--- config.mk ---
export PLATFORM = sky130hd
export DESIGN_NAME = keyed_wdt
export DESIGN_NICKNAME = d
export VERILOG_FILES = /design/src/rtl/wdk_pkg.sv /design/src/rtl/wdk_regs.sv /design/src/rtl/wdk_count.sv /design/src/rtl/wdk_keyfsm.sv /design/src/rtl/keyed_wdt.sv
export SDC_FILE = /design/constraint.sdc
export NUM_CORES = 1
export LEC_CHECK = 0
export CAP_MARGIN = 0
export CORE_MARGIN = 2
export CORE_UTILIZATION = 40
export CTS_CLUSTER_SIZE = 16
export DETAILED_ROUTE_END_ITERATION = 12
export PLACE_DENSITY = 0.72
export SYNTH_ARGS = -nofsm -noshare
export SYNTH_HDL_FRONTEND = slang
export SYNTH_HIERARCHICAL = 1
export SYNTH_SLANG_ARGS = --single-unit
--- constraint.sdc ---
create_clock -name clk -period 10.7 [get_ports clk]
set_input_delay 2.14 -clock clk [delete_from_list [all_inputs] [get_ports clk]]
set_output_delay 2.14 -clock clk [all_outputs]
set_load 0.01 [all_outputs]
--- src/rtl/wdk_pkg.sv ---
package wdk_pkg;
  typedef enum logic [2:0] {
    WD_IDLE = 3'd0,
    WD_PRE  = 3'd1,
    WD_LIVE = 3'd2,
    WD_SVC  = 3'd3,
    WD_BITE = 3'd4
  } wd_state_e;

  // Global mode field value selecting watchdog operation
  localparam logic [1:0] MODE_WATCHDOG = 2'd2;
  localparam logic [1:0] HALVES_LIVE   = 2'b11;
endpackage

--- src/rtl/wdk_regs.sv ---
module wdk_regs #(
  parameter int ADDR_W  = 8,
  parameter int KEY_W   = 16,
  parameter int OFF_GLB = 'h24,
  parameter int OFF_CTL = 'h28,
  parameter int OFF_CLO = 'h10,
  parameter int OFF_CHI = 'h14,
  parameter int OFF_PLO = 'h18,
  parameter int OFF_PHI = 'h1C
) (
  input  logic              clk,
  input  logic              rst_n,
  input  logic              wr_en,
  input  logic [ADDR_W-1:0] wr_addr,
  input  logic [3:0]        glb_field,
  input  logic              en_field,
  input  logic [KEY_W-1:0]  key_field,
  input  logic              fsm_idle,
  input  logic              fsm_locked,
  input  logic              wipe,
  output logic              mode_ok,
  output logic              en_o,
  output logic              key_stb,
  output logic [KEY_W-1:0]  key_val,
  output logic              cnt_lo_we,
  output logic              cnt_hi_we,
  output logic              prd_lo_we,
  output logic              prd_hi_we
);
  import wdk_pkg::*;

  logic [3:0] glb_q, glb_d;
  logic       en_q, en_d;
  logic       hit_glb, hit_ctl;
  logic       glb_ce;

  assign hit_glb = wr_en && (wr_addr == ADDR_W'(OFF_GLB));
  assign hit_ctl = wr_en && (wr_addr == ADDR_W'(OFF_CTL));
  assign mode_ok = (glb_q[3:2] == MODE_WATCHDOG) && (glb_q[1:0] == HALVES_LIVE);

  // Global register is frozen once the key sequence has started
  assign glb_ce = hit_glb && fsm_idle;

  always_comb begin
    glb_d = glb_q;
    if (glb_ce) glb_d = glb_field;
  end

  always_comb begin
    en_d = en_q;
    if (wipe) en_d = 1'b0;
    else if (hit_ctl && mode_ok && en_field) en_d = 1'b1;
  end

  always_ff @(posedge clk or negedge rst_n) begin
    if (!rst_n) begin
      glb_q <= '0;
      en_q  <= 1'b0;
    end else begin
      glb_q <= glb_d;
      en_q  <= en_d;
    end
  end

  assign en_o      = en_q;
  assign key_stb   = hit_ctl && mode_ok && (en_q || en_field) && !wipe;
  assign key_val   = key_field;
  assign cnt_lo_we = wr_en && !fsm_locked && (wr_addr == ADDR_W'(OFF_CLO));
  assign cnt_hi_we = wr_en && !fsm_locked && (wr_addr == ADDR_W'(OFF_CHI));
  assign prd_lo_we = wr_en && !fsm_locked && (wr_addr == ADDR_W'(OFF_PLO));
  assign prd_hi_we = wr_en && !fsm_locked && (wr_addr == ADDR_W'(OFF_PHI));
endmodule

--- src/rtl/wdk_count.sv ---
module wdk_count #(
  parameter int CNT_W = 64
) (
  input  logic               clk,
  input  logic               rst_n,
  input  logic               cnt_lo_we,
  input  logic               cnt_hi_we,
  input  logic               prd_lo_we,
  input  logic               prd_hi_we,
  input  logic [CNT_W/2-1:0] wdata,
  input  logic               run,
  input  logic               clr,
  output logic [CNT_W-1:0]   count,
  output logic               hit
);
  localparam int HALF = CNT_W / 2;

  logic [CNT_W-1:0] cnt_q, cnt_d;
  logic [CNT_W-1:0] prd_q, prd_d;
  logic [1:0]       cnt_we, prd_we;

  assign cnt_we = {cnt_hi_we, cnt_lo_we};
  assign prd_we = {prd_hi_we, prd_lo_we};

  // Counter: clear beats run, run beats a word load
  always_comb begin
    cnt_d = cnt_q;
    if (clr) begin
      cnt_d = '0;
    end else if (run) begin
      cnt_d = cnt_q + CNT_W'(1);
    end else begin
      for (int w = 0; w < 2; w++) begin
        if (cnt_we[w]) cnt_d[w*HALF +: HALF] = wdata;
      end
    end
  end

  always_comb begin
    prd_d = prd_q;
    for (int w = 0; w < 2; w++) begin
      if (prd_we[w]) prd_d[w*HALF +: HALF] = wdata;
    end
  end

  always_ff @(posedge clk or negedge rst_n) begin
    if (!rst_n) begin
      cnt_q <= '0;
      prd_q <= '0;
    end else begin
      cnt_q <= cnt_d;
      prd_q <= prd_d;
    end
  end

  assign count = cnt_q;
  assign hit   = (cnt_q == prd_q);
endmodule

--- src/rtl/wdk_keyfsm.sv ---
module wdk_keyfsm #(
  parameter int              KEY_W     = 16,
  parameter logic [KEY_W-1:0] KEY_ARM  = 16'hA5C6,
  parameter logic [KEY_W-1:0] KEY_FIRE = 16'hDA7E,
  parameter int              PULSE_LEN = 16
) (
  input  logic             clk,
  input  logic             rst_n,
  input  logic             key_stb,
  input  logic [KEY_W-1:0] key_val,
  input  logic             hit,
  output logic [2:0]       state_o,
  output logic             run,
  output logic             clr,
  output logic             wipe,
  output logic             idle,
  output logic             locked
);
  import wdk_pkg::*;

  localparam int PW = (PULSE_LEN > 1) ? $clog2(PULSE_LEN) : 1;

  wd_state_e       st_q, st_d;
  logic [PW-1:0]   pc_q, pc_d;
  logic            armed, is_arm, is_fire, bad_key, svc_done;

  assign armed    = (st_q == WD_LIVE) || (st_q == WD_SVC);
  assign is_arm   = (key_val == KEY_ARM);
  assign is_fire  = (key_val == KEY_FIRE);
  assign bad_key  = key_stb && !is_arm && !is_fire;
  assign wipe     = (st_q == WD_BITE) && (pc_q == PW'(PULSE_LEN - 1));
  assign svc_done = (st_q == WD_SVC) && key_stb && is_fire && !hit;

  always_comb begin
    st_d = st_q;
    unique case (st_q)
      WD_IDLE: if (key_stb && is_arm) st_d = WD_PRE;
      WD_PRE:  if (key_stb && is_fire) st_d = WD_LIVE;
      WD_LIVE: begin
        if (hit || bad_key)          st_d = WD_BITE;
        else if (key_stb && is_arm)  st_d = WD_SVC;
      end
      WD_SVC: begin
        if (hit || bad_key)          st_d = WD_BITE;
        else if (key_stb && is_fire) st_d = WD_LIVE;
      end
      WD_BITE: if (wipe) st_d = WD_IDLE;
      default: st_d = WD_IDLE;
    endcase
  end

  always_comb begin
    pc_d = pc_q;
    if (st_q == WD_BITE) pc_d = pc_q + PW'(1);
    else                 pc_d = '0;
  end

  always_ff @(posedge clk or negedge rst_n) begin
    if (!rst_n) begin
      st_q <= WD_IDLE;
      pc_q <= '0;
    end else begin
      st_q <= st_d;
      pc_q <= pc_d;
    end
  end

  assign state_o = st_q;
  assign run     = armed && !hit;
  assign clr     = svc_done || wipe;
  assign idle    = (st_q == WD_IDLE);
  assign locked  = armed || (st_q == WD_BITE);
endmodule

--- src/rtl/keyed_wdt.sv ---
module keyed_wdt #(
  parameter int ADDR_W    = 8,
  parameter int DATA_W    = 32,
  parameter int CNT_W     = 64,
  parameter int KEY_W     = 16,
  parameter int KEY_LSB   = 16,
  parameter int EN_BIT    = 14,
  parameter int PULSE_LEN = 16
) (
  input  logic              clk,
  input  logic              rst_n,
  input  logic              wr_en,
  input  logic [ADDR_W-1:0] wr_addr,
  input  logic [DATA_W-1:0] wr_data,
  output logic              wdt_rst_o,
  output logic [2:0]        wdt_state_o,
  output logic [CNT_W-1:0]  wdt_count_o
);
  import wdk_pkg::*;

  logic [1:0]       sync_q;
  logic             srst_n;
  logic             mode_ok, en_q, key_stb;
  logic [KEY_W-1:0] key_val;
  logic             cnt_lo_we, cnt_hi_we, prd_lo_we, prd_hi_we;
  logic             run, clr, wipe, fsm_idle, fsm_locked, cnt_hit;
  logic [2:0]       fsm_state;
  logic [CNT_W-1:0] cnt_val;

  // Asynchronous assert, synchronous release
  always_ff @(posedge clk or negedge rst_n) begin
    if (!rst_n) sync_q <= 2'b00;
    else        sync_q <= {sync_q[0], 1'b1};
  end
  assign srst_n = sync_q[1];

  wdk_regs #(
    .ADDR_W(ADDR_W), .KEY_W(KEY_W)
  ) u_regs (
    .clk(clk), .rst_n(srst_n),
    .wr_en(wr_en), .wr_addr(wr_addr),
    .glb_field(wr_data[3:0]),
    .en_field(wr_data[EN_BIT]),
    .key_field(wr_data[KEY_LSB +: KEY_W]),
    .fsm_idle(fsm_idle), .fsm_locked(fsm_locked), .wipe(wipe),
    .mode_ok(mode_ok), .en_o(en_q),
    .key_stb(key_stb), .key_val(key_val),
    .cnt_lo_we(cnt_lo_we), .cnt_hi_we(cnt_hi_we),
    .prd_lo_we(prd_lo_we), .prd_hi_we(prd_hi_we)
  );

  wdk_count #(
    .CNT_W(CNT_W)
  ) u_count (
    .clk(clk), .rst_n(srst_n),
    .cnt_lo_we(cnt_lo_we), .cnt_hi_we(cnt_hi_we),
    .prd_lo_we(prd_lo_we), .prd_hi_we(prd_hi_we),
    .wdata(wr_data[CNT_W/2-1:0]),
    .run(run), .clr(clr),
    .count(cnt_val), .hit(cnt_hit)
  );

  wdk_keyfsm #(
    .KEY_W(KEY_W), .PULSE_LEN(PULSE_LEN)
  ) u_fsm (
    .clk(clk), .rst_n(srst_n),
    .key_stb(key_stb), .key_val(key_val), .hit(cnt_hit),
    .state_o(fsm_state), .run(run), .clr(clr), .wipe(wipe),
    .idle(fsm_idle), .locked(fsm_locked)
  );

  assign wdt_rst_o   = (fsm_state == WD_BITE);
  assign wdt_state_o = fsm_state;
  assign wdt_count_o = cnt_val;
endmodule

---- Yosys cells after proc, flatten, opt, wreduce, memory -nomap -nowiden ----
Index checks and enable logic that the tools add are counted.
cells by class
  add/sub/neg operators ................... 2
  eq/ne operators ......................... 19
  multiplexer cells ....................... 14
  reduce and logical (&&, ||, !) cells .... 37
operator list
  cell                                           number
  2-to-1 mux 64 bit                              2
  adder 64 x 1 -> 64 bit, second input constant  1
  == test 64 bit                                 1
  2-to-1 mux 32 bit                              2
  == test 16 bit, second input constant          2
  == test 8 x 5 -> 1 bit, second input constant  4
  logical AND 1 bit                              22
  2-to-1 mux 3 bit                               6
  == test 8 x 6 -> 1 bit, second input constant  2
  one-hot mux 3 bit (5 select lines)             1
  == test 3 x 2 -> 1 bit, second input constant  2
  nonzero test 3 bit                             2
  logical NOT 1 bit                              5
  logical OR 1 bit                               5
  adder 4 x 1 -> 4 bit, second input constant    1
  == test 2 bit, second input constant           2
  == test 4 bit, second input constant           1
  2-to-1 mux 4 bit                               1
  != test 2 x 1 -> 1 bit, second input constant  2
  == test 3 x 1 -> 1 bit, second input constant  1
  == test 3 bit, second input constant           1
  logical NOT 3 bit                              1
  != test 3 bit, second input constant           1
  AND reduction 3 bit                            1
  2 further kinds                                3
word-level totals
  bits in registers ....................... 142
  output and inout port bits .............. 68
  word-level logic and storage cells ...... 81

---- Depth between registers and ports, before layout ----
Gate-level depths: netlist of run 1.
  depth in word-level cells ............... 10
  depth in mapped cells ................... 14
  gate-level depth less buffers ........... 12

---- Cells and area by module ----
Netlist of run 1, hierarchy kept.
modules (own cells, without submodules)
  module      instances  cells each  area each (um^2)  sequential area each (um^2)
  wdk_count   1          735         7259.5            3203.1
  wdk_keyfsm  1          54          504.2             175.2
  wdk_regs    1          48          442.9             125.1
  keyed_wdt   1          4           66.3              50.0

---- Worst setup path before layout of run 1 ----
OpenSTA, ideal clock, no wires.
  kind .................................... input -> register
  start ................................... input wr_addr[1]
  end ..................................... register u_count.cnt_q[45] (netlist: u_count/count[45])
  arrival ................................. 3836 ps
  required time ........................... 10558 ps
  setup slack ............................. 6722 ps
  stages on the path ...................... 8
  path buffers ............................ 2
  cells stage by stage .................... nor4b_1 -> nand4_1 -> nor3_1 -> nand3_1 -> o22ai_1 -> clkbuf_1 -> clkbuf_1 -> a211oi_1
between the ends
  word-level cells in the longest chain between the ends .. 10
  elaborated cells on any way between the ends .. 13
  classes of those cells .................. 2 x eq/ne; 1 x mux; 10 x reduce/logical
RTL lines
  what                                                                      line              source
  start: declaration                                                        keyed_wdt.sv:13   input logic [ADDR_W-1:0] wr_addr,
  == test 8 x 6 -> 1 bit *                                                  wdk_regs.sv:38    assign hit_ctl = wr_en && (wr_addr == ADDR_W'(OFF_CTL));
  logical AND 1 bit *                                                       wdk_regs.sv:38
  logical AND 1 bit * (3 in a row)                                          wdk_regs.sv:66    assign key_stb = hit_ctl && mode_ok && (en_q || en_field) && !wipe;
  via key_stb                                                               keyed_wdt.sv:23   logic mode_ok, en_q, key_stb;
  logical AND 1 bit * (3 in a row)                                          wdk_keyfsm.sv:32  assign svc_done = (st_q == WD_SVC) && key_stb && is_fire && !hit;
  logical OR 1 bit *                                                        wdk_keyfsm.sv:70  assign clr = svc_done || wipe;
  via clr                                                                   keyed_wdt.sv:26   logic run, clr, wipe, fsm_idle, fsm_locked, cnt_hit;
  nonzero test 3 bit (no source line) or 2-to-1 mux 64 bit (tied branches)  n/a
  end signal: assignment                                                    wdk_count.sv:51   cnt_q <= cnt_d;
  end: declaration                                                          wdk_count.sv:18   logic [CNT_W-1:0] cnt_q, cnt_d;
Mark *: on every way through the listed nets, which the timed path passes. The rest lies on a longest branch.
A chain may end at the register's enable or synchronous reset.

---- Final worst setup path of run 1 ----
  start ................................... input wr_addr[1]
  end ..................................... register u_count.cnt_q[35] (netlist: u_count/count[35])
The elaborated chain is that of the path after synthesis.

==> results of run 1 <==
==> power by group through the flow <==
| stage | registers [uW] | logic [uW] | clock network (uW) |
|---|---|---|---|
| after CTS | 666 | 284 | 592 |
| after global placement | 673 | 277 | 0 |
| after floorplan | 663 | 133 | 0 |
| after global routing | 675 | 306 | 615 |
| final | 667 | 285 | 584 |
| after detailed placement | 674 | 281 | 0 |
==> critical path: stages <==
cell             delay [ns]
clkdlybuf4s50_1        0.45
nor4b_1                0.33
nand4_1                0.18
nor3_1                 0.40
nand3_1                0.23
o22ai_4                0.16
buf_4                  0.52
inv_1                  0.51
nand2_1                0.19
a21o_1                 0.13
a31oi_1                0.04
a311oi_1               0.26
==> sequential cells by signal, indices dropped and copies added (netlist names) <==
register	flops
u_count/count	64
u_fsm/state_o	3
u_regs/glb_q	4
u_regs/en_o	1
u_fsm/pc_q	4
u_count/prd_q	64
sync_q	2
==> worst min-delay path by stage <==
stage / to / slack (ns) / depth (start not counted) / startpoint
floorplan: sync_q[1]$_DFF_PN0_ / 0.33 / 0 / sync_q[0]$_DFF_PN0_
global placement: sync_q[1]$_DFF_PN0_ / 0.34 / 0 / sync_q[0]$_DFF_PN0_
detailed placement: sync_q[1]$_DFF_PN0_ / 0.34 / 0 / sync_q[0]$_DFF_PN0_
CTS: sync_q[1]$_DFF_PN0_ / 0.35 / 0 / sync_q[0]$_DFF_PN0_
global route: sync_q[1]$_DFF_PN0_ / 0.35 / 0 / sync_q[0]$_DFF_PN0_
finish: sync_q[1]$_DFF_PN0_ / 0.35 / 0 / sync_q[0]$_DFF_PN0_
==> logic make-up (layout without fill, tap and decap cells) <==
group,after synthesis,after routing,synth area share
AO/OA/AOI/OAI,148,148,0.116
XOR/XNOR,83,83,0.0879
adder cells (fa/ha/maj),2,2,0.00302
buffers and inverters,78,164,0.0451
flip-flops,142,142,0.430
multiplexers,80,80,0.110
other,1,1,0.000453
AND/OR/NAND/NOR,307,307,0.208
==> area by class of cell <==
class,count,area [um2]
Clock buffer,24,492
Clock inverter,7,85.1
Fill cell,1814,10200
Inverter,12,45.0
Multi-Input combinational cell,621,4380
Sequential cell,142,3560
Tap cell,270,338
Timing Repair Buffer,121,1180
==> cells in the final DEF, fill, tap and decap left out, drive strengths merged, types with 6 or more instances in the layout <==
cell / netlist / layout
dfrtp: 142 / 142
clkdlybuf4s50: 0 / 110
mux2: 73 / 73
xor2: 72 / 72
nand2: 53 / 53
nor2: 50 / 50
nand3: 44 / 44
a21oi: 37 / 37
nand4: 29 / 29
nor4: 27 / 27
a211oi: 25 / 25
nor3: 25 / 25
clkbuf: 33 / 24
o21ai: 20 / 20
and3: 18 / 18
a31oi: 18 / 18
nor2b: 15 / 15
xnor2: 11 / 11
buf: 33 / 11
inv: 11 / 11
o22ai: 10 / 10
or3: 9 / 9
and4: 8 / 8
o211ai: 7 / 7
mux2i: 7 / 7
clkinv: 1 / 6
==> per-layer routing <==
| layer | global-route usage | part of all wire |
|---|---|---|
| met5 | 0 | 0 |
| met1 | 0.344 | 0.41 |
| met4 | 0.114 | 0.039 |
| met2 | 0.380 | 0.45 |
| met3 | 0.0651 | 0.099 |
==> stage by stage <==
stage | util | cell area, um2 | setup slack, ns | hold WS, ns | power [uW]
4_1_cts | 0.498 | 10100 | 5.56 | 0.354 | 1540
3_3_place_gp | 0.470 | 9500 | 5.17 | 0.336 | 950
6_report | 0.498 | 10100 | 5.46 | 0.351 | 1540
2_1_floorplan | - | 8270 | 6.45 | 0.331 | 796
3_5_place_dp | 0.470 | 9500 | 5.13 | 0.340 | 954
5_1_grt | 0.498 | 10100 | 5.28 | 0.355 | 1600
==> metrics.yaml, run 1 <==
path_clk_slew_ns: 0.06
max_freq_ghz: 0.191
fin_cells: 1197
r2r_start: "u_count/count[42]$_DFFE_PN0P_"
finClkSkew_ns: 0.0140
wirelength_um: 27700
rsz0062_at_grt: "false"
nets: 960
min_period_ns: 5.24
final.setup.tns_ns: 0
ys_seq_elements: 142
period_share: 0.489
synth.most_common_cell: "dfrtp_1"
pwr-share-clk: 0.380
grt_overflow_total: 0
antenna_found_initial: 0
arrival_ns: 5.57
grt_pass1_wl_um: 42200
ys_types: 64
grt_max_degree: 83
ios: 111
rows: 52
dp.cells: 1166
hold_class: "reg -> reg"
powerDensity_mw_per_mm2: 152
reg2reg_to: "u_count/count[29]$_DFFE_PN0P_"
final_hold_viol_count: 0
grt_usage: 0.253
dr.pass1.iters: 6
ys_async_sr_fraction: 1.00
max-slew-margin-rel: 0.223
initial_core_util: 0.409
drt-vias-per-instance: 6.21
maxSlewViolCount: 0
vias: 7434
crit_type: "in -> reg"
routedWlPerCell_um: 23.2
status: "finished clean"
p_int_uw: 1090
p_sw_frac: 0.287
p_leak_uw: 0.00451
post-route-drc-count: 0
crit_end: "u_count/count[35]$_DFFE_PN0P_"
cts_hold_buf: 0
htree_levels: 4
drtIter0Drc: 772
dp_hpwl_um: 19000
path_max_fanout: 48
postCtsSetupBuffers: 0
ant_nets: 0
peakVddDrop_mv: 0.113
cts_tree: "done"
grt_pass1_vias: 7086
avgSynthCellArea_um2: 9.84
maxCapViolCount: 0
setup_viol: 0
gp_routability_congestion: 0.924
dieArea_mm2: 0.0218
p_sw_uw: 441
required_ns: 11.03
tightest_slew_ns: 1.16
ys_seq_area_frac: 0.430
syn2layout_area_growth_pct: 21.8
pwr-share-comb: 0.186
syn_nets: 886
cts_resized: 0
cp-start-kind: "input pin"
end_kind: "flop"
core_area_mm2: 0.0202
synth-warning-count: 6
cts.sinks: 142
ys_top_cells_by_count: "dfrtp_1, xor2_1, mux2_2"
die_w_um: 148
yosysTopAreaCell: "dfrtp_1"
portBuffers: 110
cts_buffer_depth: 2
synth_top_area_share: 0.430
drive_gt1_frac: 0.140
critPathLaunch: "wr_addr[1]"
numCtsBuffers: 17
diodes: 0
cts_root_buffer: "clkbuf_16"
synth_area_leaders: "dfrtp_1, mux2_2, xor2_1"
rrSetupSlack_ns: 5.97
die_h_um: 148
synthFlopType: "dfrtp_1"
worst_r2r_path_depth: 10
netlist_instances: 841
p_seq_frac: 0.434
synth_edf_count: 0
clk_latency_ns: 0.43
syn_area_mm2: 0.00827
No activity file was read; power rests on OpenSTA's default activity.
==> run 2: changes to the inputs <==
--- a/config.mk
+++ b/config.mk
@@ -10,7 +10,7 @@
 export CORE_UTILIZATION = 40
 export CTS_CLUSTER_SIZE = 16
 export DETAILED_ROUTE_END_ITERATION = 12
-export PLACE_DENSITY = 0.72
+export PLACE_DENSITY = 0.75
 export SYNTH_ARGS = -nofsm -noshare
 export SYNTH_HDL_FRONTEND = slang
 export SYNTH_HIERARCHICAL = 1
==> constraint.sdc (replaced) <==
create_clock -name clk -period 4.6 [get_ports clk]
set_input_delay 0.92 -clock clk [delete_from_list [all_inputs] [get_ports clk]]
set_output_delay 0.92 -clock clk [all_outputs]
set_load 0.01 [all_outputs]
==> metrics.yaml, run 2 (synthesized netlist as in run 1, its figures left out) <==
grt_usage: 0.259
clk_latency_ns: 0.43
postCtsSetupBuffers: 0
nFillCells: 1813
cts_tree: "done"
rsz0062_at_grt: "false"
cp-start-kind: "flop"
crit_top_cell: "buf_4"
fin_area_mm2: 0.0102
antenna_found_initial: 0
drt-vias-per-instance: 6.13
core_area_mm2: 0.0202
pwr-share-comb: 0.190
pwr-share-clk: 0.380
cts_resized: 0
min_to: "sync_q[1]$_DFF_PN0_"
p_sw_uw: 1050
arrival_ns: 3.90
p_int_uw: 2540
r2r_start: "u_count/count[42]$_DFFE_PN0P_"
powerDensity_mw_per_mm2: 352
diodes: 0
hold_depth: 0
ant_nets: 0
critPathLaunch: "u_count/count[42]$_DFFE_PN0P_"
portBuffers: 110
die_w_um: 148
dieArea_mm2: 0.0218
cts.sinks: 142
hold_class: "reg -> reg"
p_total_uw: 3590
vias: 7426
layout_commonest_cell: "dfrtp_1"
multi_input_area_mm2: 0.00438
numCtsBuffers: 17
grt_max_degree: 88
layout.area.seq_mm2: 0.00356
max-slew-margin-rel: 0.250
rrSetupSlack_ns: 1.02
final_cell_mix: "dfrtp_1, clkdlybuf4s50_1, xor2_1, mux2_2, nand2_1"
end_kind: "flop"
p_leak_uw: 0.00457
post-route-drc-count: 0
worst_r2r_path_depth: 13
crit_type: "reg -> reg"
required_ns: 4.92
p_sw_frac: 0.293
grt_overflow_total: 0
die_h_um: 148
path_max_fanout: 77
final_hold_viol_count: 0
crit_slowest_cell: "nor4_1"
period_share: 0.778
path_clk_slew_ns: 0.06
peakVddDrop_mv: 0.273
tightest_slew_ns: 1.12
placedInstanceArea_mm2: 0.00963
dp_hpwl_um: 19800
ios: 111
wirelength_um: 28000
htree_levels: 4
status: "finished clean"
reg2reg_to: "u_count/count[5]$_DFFE_PN0P_"
gp_routability_congestion: 0.901
hold_path.startpoint: "sync_q[0]$_DFF_PN0_"
max_freq_ghz: 0.279
min_period_ns: 3.58
rows: 52
cts_root_buffer: "clkbuf_16"
grt_pass1_vias: 6987
cts_hold_buf: 0
syn2layout_area_growth_pct: 23.5
initial_core_util: 0.409
path_cells: "xor2_1 > nor4_1 > nand4_1 > nor4_1 > buf_4 > or2_2 > inv_2 > buf_12 > nor2b_1 > buf_4 > buf_4 > nand2_1 > a221oi_1"
cts_buffer_depth: 2
maxSlewViolCount: 0
grt_pass1_wl_um: 42700
maxCapViolCount: 0
cpPeakStageDelay_ns: 0.67
finClkSkew_ns: 0.00867
drtIter0Drc: 895
drive_gt1_frac: 0.154
routedWlPerCell_um: 23.1
final.setup.tns_ns: 0
dr.pass1.iters: 6
nets: 974
setup_viol: 0
p_seq_frac: 0.430
## run 2: cell count changes in the layout (fill, tap and decap cells not counted), sizes merged
cell	before	now
buf	11	25
clkbuf	24	21
clkinv	6	5
clkinvlp	0	4
## run 2: worst max path at each step
stage                                   end  cells past startpoint
3_5_place_dp   u_count/count[9]$_DFFE_PN0P_                     11
2_1_floorplan  u_count/count[0]$_DFFE_PN0P_                      0
4_1_cts        u_count/count[5]$_DFFE_PN0P_                     13
3_3_place_gp   u_count/count[9]$_DFFE_PN0P_                     11
5_1_grt        u_count/count[5]$_DFFE_PN0P_                     13
6_report       u_count/count[5]$_DFFE_PN0P_                     13
## run 2: metal layers
metal,share of wire,routed length [um],vias to the layer above,global-route usage
met4,0.036,1000,0,0.0833
met3,0.097,2720,70,0.0596
met5,0,0,-,0
met1,0.42,11700,3651,0.363
met2,0.45,12600,438,0.400
li1,-,-,3267,-
## run 2: area by class of cell
| class | instances | area share |
|---|---|---|
| clock inverter | 10 | 0.0111 |
| sequential | 142 | 0.348 |
| inverter | 12 | 0.00441 |
| timing repair buffer | 135 | 0.129 |
| multi-input combinational | 621 | 0.428 |
| clock buffer | 21 | 0.0461 |
| tap | 270 | 0.0331 |
## run 2: power groups by stage
stage               Sequential [uW]  Combinational (uW)  Clock [uW]
floorplan                      1540                 310           0
global placement               1570                 660           0
detailed placement             1570                 670           0
CTS                            1550                 675        1380
global route                   1560                 727        1440
finish                         1550                 681        1360
## run 2: worst max-delay path: cells and delay by family, from the launching register on
family          cells  cell delay (ns)
simple gates        6             1.58
xor+xnor            1             0.20
compound gates      1             0.27
flops               1             0.47
buf+inv             5             0.94
## run 2: per-stage QoR
stage | hold WS [ns] | utilization | instances | setup slack (ns)
5_1_grt | 0.357 | 0.505 | 1211 | 0.825
2_1_floorplan | 0.331 | - | 841 | 0.351
3_3_place_gp | 0.339 | 0.476 | 1180 | 0.908
3_5_place_dp | 0.342 | 0.476 | 1180 | 0.825
6_report | 0.352 | 0.505 | 1211 | 1.02
4_1_cts | 0.355 | 0.505 | 1211 | 1.09
